<file path="config.mk">
export PLATFORM = sky130hd
export DESIGN_NAME = census_cost_top
export DESIGN_NICKNAME = d
export VERILOG_FILES = /design/src/rtl/census_pkg.sv /design/src/rtl/cen_pos_track.sv /design/src/rtl/cen_window.sv /design/src/rtl/cen_cost_array.sv /design/src/rtl/census_cost_top.sv
export SDC_FILE = /design/constraint.sdc
export NUM_CORES = 2
export LEC_CHECK = 0
export BUFFER_PORTS_ARGS = -buffer_cell sky130_fd_sc_hd__buf_2
export CELL_PAD_IN_SITES_DETAIL_PLACEMENT = 1
export CELL_PAD_IN_SITES_GLOBAL_PLACEMENT = 2
export CORE_ASPECT_RATIO = 0.7
export CORE_MARGIN = 2
export CORE_UTILIZATION = 35
export CTS_BUF_LIST = sky130_fd_sc_hd__clkbuf_2 sky130_fd_sc_hd__clkbuf_4 sky130_fd_sc_hd__clkbuf_8
export DETAILED_ROUTE_END_ITERATION = 16
export PLACE_DENSITY = 0.69
export SETUP_SLACK_MARGIN = 0.3
export SLEW_MARGIN = 5
export SYNTH_ARGS = -nofsm -noshare
export SYNTH_HDL_FRONTEND = slang
export SYNTH_HIERARCHICAL = 1
export SYNTH_SLANG_ARGS = --single-unit
export TNS_END_PERCENT = 100
</file>
<file path="constraint.sdc">
create_clock -name clk_i -period 5.18 [get_ports clk_i]
set_clock_uncertainty 0.2 [all_clocks]
set_input_delay 0.259 -clock clk_i [delete_from_list [all_inputs] [get_ports clk_i]]
set_output_delay 0.259 -clock clk_i [all_outputs]
set_load 0.02 [all_outputs]
</file>
<file path="src/rtl/census_pkg.sv">
package census_pkg;
  localparam int PIX_W = 8;
  typedef logic [PIX_W-1:0] pix_t;

  function automatic int code_bits(input int win);
    return win * win - 1;
  endfunction

  function automatic int cost_bits(input int win);
    return $clog2(win * win);
  endfunction
endpackage

</file>
<file path="src/rtl/cen_pos_track.sv">
module cen_pos_track #(
  parameter int IMG_W = 16,
  parameter int WIN   = 5
) (
  input  logic                     clk_i,
  input  logic                     rst_ni,
  input  logic                     valid_i,
  input  logic                     sof_i,
  output logic [$clog2(IMG_W)-1:0] col_o,
  output logic [$clog2(IMG_W)-1:0] cx_o,
  output logic                     emit_o,
  output logic                     top_o
);
  localparam int HALF    = WIN / 2;
  localparam int COL_W   = $clog2(IMG_W);
  localparam int ROW_MAX = 2 * HALF + 1;
  localparam int ROW_W   = $clog2(ROW_MAX + 1);

  logic [COL_W-1:0] col_q, cur_col;
  logic [ROW_W-1:0] row_q, cur_row;
  logic             wrap;

  assign cur_col = sof_i ? '0 : col_q;
  assign cur_row = sof_i ? '0 : row_q;
  assign wrap    = cur_col < COL_W'(HALF);
  assign col_o   = cur_col;

  // centre trails input by HALF rows and HALF columns; wrap lands on previous row
  always_comb begin
    if (wrap) begin
      cx_o   = cur_col + COL_W'(IMG_W - HALF);
      emit_o = cur_row >= ROW_W'(HALF + 1);
      top_o  = cur_row < ROW_W'(2 * HALF + 1);
    end else begin
      cx_o   = cur_col - COL_W'(HALF);
      emit_o = cur_row >= ROW_W'(HALF);
      top_o  = cur_row < ROW_W'(2 * HALF);
    end
  end

  // row count saturates: only the first rows matter for border decisions
  always_ff @(posedge clk_i or negedge rst_ni) begin
    if (!rst_ni) begin
      col_q <= '0;
      row_q <= '0;
    end else if (valid_i) begin
      if (cur_col == COL_W'(IMG_W - 1)) begin
        col_q <= '0;
        row_q <= (cur_row == ROW_W'(ROW_MAX)) ? cur_row : cur_row + 1'b1;
      end else begin
        col_q <= cur_col + 1'b1;
        row_q <= cur_row;
      end
    end
  end
endmodule

</file>
<file path="src/rtl/cen_window.sv">
module cen_window
  import census_pkg::*;
#(
  parameter int IMG_W = 16,
  parameter int WIN   = 5
) (
  input  logic                     clk_i,
  input  logic                     rst_ni,
  input  logic                     adv_i,
  input  logic [$clog2(IMG_W)-1:0] col_i,
  input  logic [PIX_W-1:0]         pix_i,
  output logic [WIN*WIN-2:0]       code_o
);
  localparam int HALF = WIN / 2;
  localparam int CTR  = HALF * WIN + HALF;

  pix_t lb_q  [WIN-1][IMG_W];  // row 0 oldest
  pix_t win_q [WIN][WIN];      // [row][col], col WIN-1 newest
  pix_t col_vec [WIN];

  always_comb begin
    for (int r = 0; r < WIN - 1; r++) col_vec[r] = lb_q[r][col_i];
    col_vec[WIN-1] = pix_i;
  end

  always_ff @(posedge clk_i) begin
    if (adv_i) begin
      for (int r = 0; r < WIN - 2; r++) lb_q[r][col_i] <= lb_q[r+1][col_i];
      lb_q[WIN-2][col_i] <= pix_i;
    end
  end

  always_ff @(posedge clk_i or negedge rst_ni) begin
    if (!rst_ni) begin
      for (int r = 0; r < WIN; r++)
        for (int c = 0; c < WIN; c++) win_q[r][c] <= '0;
    end else if (adv_i) begin
      for (int r = 0; r < WIN; r++) begin
        for (int c = 0; c < WIN - 1; c++) win_q[r][c] <= win_q[r][c+1];
        win_q[r][WIN-1] <= col_vec[r];
      end
    end
  end

  for (genvar gr = 0; gr < WIN; gr++) begin : g_row
    for (genvar gc = 0; gc < WIN; gc++) begin : g_col
      localparam int POS = gr * WIN + gc;
      if (POS != CTR) begin : g_bit
        localparam int BI = (POS < CTR) ? POS : POS - 1;
        assign code_o[BI] = win_q[HALF][HALF] > win_q[gr][gc];
      end
    end
  end
endmodule

</file>
<file path="src/rtl/cen_cost_array.sv">
module cen_cost_array
  import census_pkg::*;
#(
  parameter int IMG_W = 16,
  parameter int WIN   = 5,
  parameter int DMAX  = 8
) (
  input  logic                                clk_i,
  input  logic                                rst_ni,
  input  logic                                adv_i,
  input  logic                                vld_i,
  input  logic                                top_i,
  input  logic [$clog2(IMG_W)-1:0]            cx_i,
  input  logic [WIN*WIN-2:0]                  base_code_i,
  input  logic [WIN*WIN-2:0]                  match_code_i,
  output logic                                valid_o,
  output logic [DMAX*$clog2(WIN*WIN)-1:0]     cost_o
);
  localparam int HALF   = WIN / 2;
  localparam int COL_W  = $clog2(IMG_W);
  localparam int CODE_W = code_bits(WIN);
  localparam int COST_W = cost_bits(WIN);
  localparam int RIGHT  = IMG_W - 1 - HALF;

  typedef logic [CODE_W-1:0] code_t;
  typedef logic [COST_W-1:0] cost_t;

  code_t            hist_q [DMAX];  // hist_q[d]: match code d centres back
  code_t            base_q;
  logic             s2_vld, s2_top;
  logic [COL_W-1:0] s2_cx;
  cost_t            cost_q [DMAX];

  function automatic cost_t ones(input code_t v);
    cost_t n = '0;
    for (int i = 0; i < CODE_W; i++) n = n + cost_t'(v[i]);
    return n;
  endfunction

  always_ff @(posedge clk_i or negedge rst_ni) begin
    if (!rst_ni) begin
      for (int d = 0; d < DMAX; d++) hist_q[d] <= '0;
      base_q <= '0;
      s2_vld <= 1'b0;
      s2_top <= 1'b0;
      s2_cx  <= '0;
    end else begin
      s2_vld <= vld_i;
      if (adv_i) begin
        hist_q[0] <= match_code_i;
        for (int d = 1; d < DMAX; d++) hist_q[d] <= hist_q[d-1];
        base_q <= base_code_i;
      end
      if (vld_i) begin
        s2_top <= top_i;
        s2_cx  <= cx_i;
      end
    end
  end

  for (genvar gd = 0; gd < DMAX; gd++) begin : g_disp
    logic  bad;
    cost_t cost_d;
    assign bad    = s2_top || (int'(s2_cx) > RIGHT) || (int'(s2_cx) < HALF + gd);
    assign cost_d = bad ? cost_t'(CODE_W) : ones(base_q ^ hist_q[gd]);

    always_ff @(posedge clk_i or negedge rst_ni) begin
      if (!rst_ni)     cost_q[gd] <= '0;
      else if (s2_vld) cost_q[gd] <= cost_d;
    end

    assign cost_o[gd*COST_W +: COST_W] = cost_q[gd];
  end

  always_ff @(posedge clk_i or negedge rst_ni) begin
    if (!rst_ni) valid_o <= 1'b0;
    else         valid_o <= s2_vld;
  end
endmodule

</file>
<file path="src/rtl/census_cost_top.sv">
module census_cost_top
  import census_pkg::*;
#(
  parameter int IMG_W = 16,
  parameter int WIN   = 5,
  parameter int DMAX  = 8
) (
  input  logic                            clk_i,
  input  logic                            rst_ni,
  input  logic                            valid_i,
  input  logic                            sof_i,
  input  logic [7:0]                      base_pix_i,
  input  logic [7:0]                      match_pix_i,
  output logic                            valid_o,
  output logic [DMAX*$clog2(WIN*WIN)-1:0] cost_o
);
  localparam int COL_W  = $clog2(IMG_W);
  localparam int CODE_W = code_bits(WIN);

  logic [COL_W-1:0]  cur_col, cx0, s1_cx;
  logic              emit0, top0;
  logic              s1_adv, s1_vld, s1_top;
  logic [CODE_W-1:0] code_b, code_m;

  cen_pos_track #(.IMG_W(IMG_W), .WIN(WIN)) u_pos (
    .clk_i  (clk_i),
    .rst_ni (rst_ni),
    .valid_i(valid_i),
    .sof_i  (sof_i),
    .col_o  (cur_col),
    .cx_o   (cx0),
    .emit_o (emit0),
    .top_o  (top0)
  );

  cen_window #(.IMG_W(IMG_W), .WIN(WIN)) u_win_base (
    .clk_i (clk_i),
    .rst_ni(rst_ni),
    .adv_i (valid_i),
    .col_i (cur_col),
    .pix_i (base_pix_i),
    .code_o(code_b)
  );

  cen_window #(.IMG_W(IMG_W), .WIN(WIN)) u_win_match (
    .clk_i (clk_i),
    .rst_ni(rst_ni),
    .adv_i (valid_i),
    .col_i (cur_col),
    .pix_i (match_pix_i),
    .code_o(code_m)
  );

  // stage 1 tags the window that was just loaded
  always_ff @(posedge clk_i or negedge rst_ni) begin
    if (!rst_ni) begin
      s1_adv <= 1'b0;
      s1_vld <= 1'b0;
      s1_top <= 1'b0;
      s1_cx  <= '0;
    end else begin
      s1_adv <= valid_i;
      s1_vld <= valid_i && emit0;
      if (valid_i) begin
        s1_top <= top0;
        s1_cx  <= cx0;
      end
    end
  end

  cen_cost_array #(.IMG_W(IMG_W), .WIN(WIN), .DMAX(DMAX)) u_cost (
    .clk_i       (clk_i),
    .rst_ni      (rst_ni),
    .adv_i       (s1_adv),
    .vld_i       (s1_vld),
    .top_i       (s1_top),
    .cx_i        (s1_cx),
    .base_code_i (code_b),
    .match_code_i(code_m),
    .valid_o     (valid_o),
    .cost_o      (cost_o)
  );
endmodule

</file>
==> impl_metrics.yaml <==
drt:
  vias_per_cell: 5.08
  dr.first_iter.drc_count: 3540
  routed_wl_um: 209000
  vias: 45800
  wl_per_cell_um: 23.2
  drc_errors: 0
  ant_nets: 0
  drt_pass1_iterations: 5
worst_setup_path:
  reg2reg_from: "u_cost/base_q[1]"
  arrival_ns: 5.61
  startpoint: "u_cost/base_q[1]"
  rr_endpoint: "u_cost/cost_o[4]"
  ff2ff_path_depth: 16
  regToRegSetupSlack_ns: 0.12
  required_ns: 5.74
  timing_worst_setup_path_type: "reg -> reg"
  critPathCapture: "u_cost/cost_o[4]"
  cp_max_fo: 5
  startpoint_type: "flip-flop"
  end_kind: "flip-flop"
die:
  die_w_um: 572
  start_util_pct: 35.3
  dieHeight_um: 402
  die-area_sq_um: 230000
  io_pins: 61
  coreArea_sq_um: 224000
  num_rows: 145
sta:
  max_freq_mhz: 198
  period_needed_ns: 5.06
  drv_slew: 0
  rsz0062_at_grt: "yes"
  worstMarginPinSlew_ns: 1.38
  hold_viol_final: 0
  min_period_over_period_pct: 97.6
  slew_headroom_pct: 7.03
  hold_ws_ns: 0.0894
  setup_viol: 0
synthesis:
  yosysSeqAreaShare_pct: 60.3
  syn_area_sq_um: 79100
  ys_types: 60
  syn_nets: 6046
  synth_ff_type: "edfxtp_1"
  async_flop_share_pct: 39.8
  netlist_instances: 5451
  syn_area_per_cell_sq_um: 14.5
  synth_seq_cells: 1701
  synth_edf_count: 1024
  yosysWarnings: 6
global_routing:
  groute.usage.overall_pct: 18.3
  grt_max_degree: 161
  grt_pass1_vias: 49900
  grt_first_pass_wirelength_um: 320000
  antenna_found_initial: 13
  grt_overflow: 0
worst_hold_path:
  hold-path-cell-count: 2
  hp-class: "in -> reg"
clock_network:
  clk_pin_slew_ns: 0.06
  clockBufferDepth: 4
  cts_buffers: 294
  numClockSinks: 1701
  cts.htree.levels: 5
  clock-root-buffer: "clkbuf_8"
  cts_tree: "yes"
  insertion_delay_ns: 0.95
final_layout:
  syn_to_final_growth_pct: 14.4
  regArea_sq_um: 47700
  multi_input_area_sq_um: 28700
  fillers: 22900
  nNetsFinal: 6402
  drive_gt1_share_pct: 24.3
  final_common_cell: "edfxtp_1"
  final_cell_mix: "edfxtp_1, dfrtp_1, inv_1"
placement:
  dp_hpwl_um: 136000
  portBuffers: 60
  routabilityCongestion: 0.763
flow_run:
  drv_cap: 0
status:
  status: "complete, no violations"
## area by class of cell
type,instances,area share (%)
Clock buffer,397,5.45
Inverter,540,2.25
Timing Repair Buffer,296,2.81
Sequential cell,1701,52.8
Antenna cell,3,0.00830
Clock inverter,105,0.816
Multi-Input combinational cell,2974,31.7
Tap cell,3013,4.17
## synth_stat cells, drive strengths merged (4+ instances only)
cell | instances | share of area, %
edfxtp | 1024 | 39
dfrtp | 677 | 21
inv | 540 | 2.6
ha | 439 | 6.9
o21ai | 373 | 2.4
nand2 | 356 | 1.7
mux2 | 301 | 4.3
mux4 | 240 | 6.8
a21oi | 202 | 1.3
fa | 136 | 3.4
buf | 131 | 1.2
xnor2 | 110 | 1.2
clkbuf | 105 | 0.51
xor2 | 101 | 1.1
o22ai | 93 | 0.74
nor2 | 84 | 0.41
a21o | 80 | 0.76
nor2b | 75 | 0.59
nand4 | 70 | 0.55
mux2i | 65 | 0.82
nand2b | 43 | 0.34
o31ai | 36 | 0.34
a32oi | 27 | 0.30
a22o | 19 | 0.21
nor3 | 19 | 0.12
o311ai | 18 | 0.21
nand3 | 16 | 0.12
and3 | 15 | 0.12
and4 | 15 | 0.17
o2bb2ai | 7 | 0.078
a31oi | 5 | 0.040
a221oi | 4 | 0.052
nor4 | 4 | 0.032
## metal layers
layer | routed length [um] | GRT usage (%) | vias up
met2 | 88900 | 26.4 | 1005
li1 | - | - | 20600
met4 | 4040 | 4.26 | 0
met1 | 105000 | 28.2 | 23900
met5 | 0 | 0 | -
met3 | 11800 | 3.57 | 299
## per-stage QoR
stage          util, %  instance area (sq um)  worst slack, ns  setup TNS [ns]  cells
3_3_place_gp      37.5                  83900           0.0121               0   8482
4_1_cts           40.2                  90000           0.0552               0   9017
6_report          40.4                  90400            0.125               0   9029
2_1_floorplan        -                  79100           -0.140          -17.94   5451
5_1_grt           40.4                  90400          -0.0262         -0.0262   9027
3_5_place_dp      37.5                  83900          -0.0368         -0.0885   8482
## critical path, cell delays in order, from the launching register on
cell and delay, ns:
dfrtp_1 0.39, buf_12 0.14, xor2_2 0.14, fa_1 0.56
ha_4 0.23, fa_1 0.52, fa_1 0.50, inv_1 0.05
fa_1 0.45, fa_1 0.51, fa_2 0.19, inv_2 0.05
fa_2 0.36, a21o_1 0.19, a21oi_2 0.16, xnor2_2 0.08
o22a_1 0.16
## worst min-delay path by stage
stage | start | endpoint | slack [ns]
after global routing | base_pix_i[1] | u_win_base/lb_q[3][113] | 0.07
after global placement | rst_ni | u_win_match/win_q[70] | 0.08
after CTS | match_pix_i[7] | u_win_match/lb_q[3][55] | 0.02
after detailed placement | rst_ni | u_win_match/win_q[78] | 0.08
final | match_pix_i[7] | u_win_match/lb_q[3][55] | 0.09
after floorplan | rst_ni | s1_adv | -0.24
## state kept, by name, indices dropped and copies added (netlist names)
register,cells
u_win_base/lb_q,512
u_win_match/lb_q,512
u_win_base/win_q,200
u_win_match/win_q,200
u_cost/hist_q,192
u_cost/cost_o,40
u_cost/base_q,24
s1_cx,4
u_cost/s2_cx,4
u_pos/col_q,4
u_pos/row_q,3
s1_adv,1
s1_top,1
s1_vld,1
u_cost/s2_top,1
u_cost/s2_vld,1
u_cost/valid_o,1
## cells by family (layout without fill, tap and decap cells)
| group | Yosys count | in the layout | synth area share [%] |
|---|---|---|---|
| xor+xnor | 211 | 211 | 2.34 |
| mux | 606 | 606 | 11.9 |
| flops | 1701 | 1701 | 60.3 |
| simple gates | 709 | 709 | 4.28 |
| buf+inv | 776 | 1338 | 4.22 |
| compound gates | 873 | 873 | 6.49 |
| other cells | 0 | 3 | 0 |
| fa+ha+maj | 575 | 575 | 10.4 |
## what timing repair did
item | 4_1_cts | 5_1_grt
setup buffers | 12 | 9
endpoints found under the setup margin | 32 | 30
hold buffers | 21 | 0
pin swaps | 35 | 88
gates cloned | 0 | 0
hold endpoints to repair | 1149 | 0
resized for setup | 54 | 77
Power is left out: the tool's default activity adds up to more than one toggle a clock period on the data nets, which glitch-free logic cannot reach.
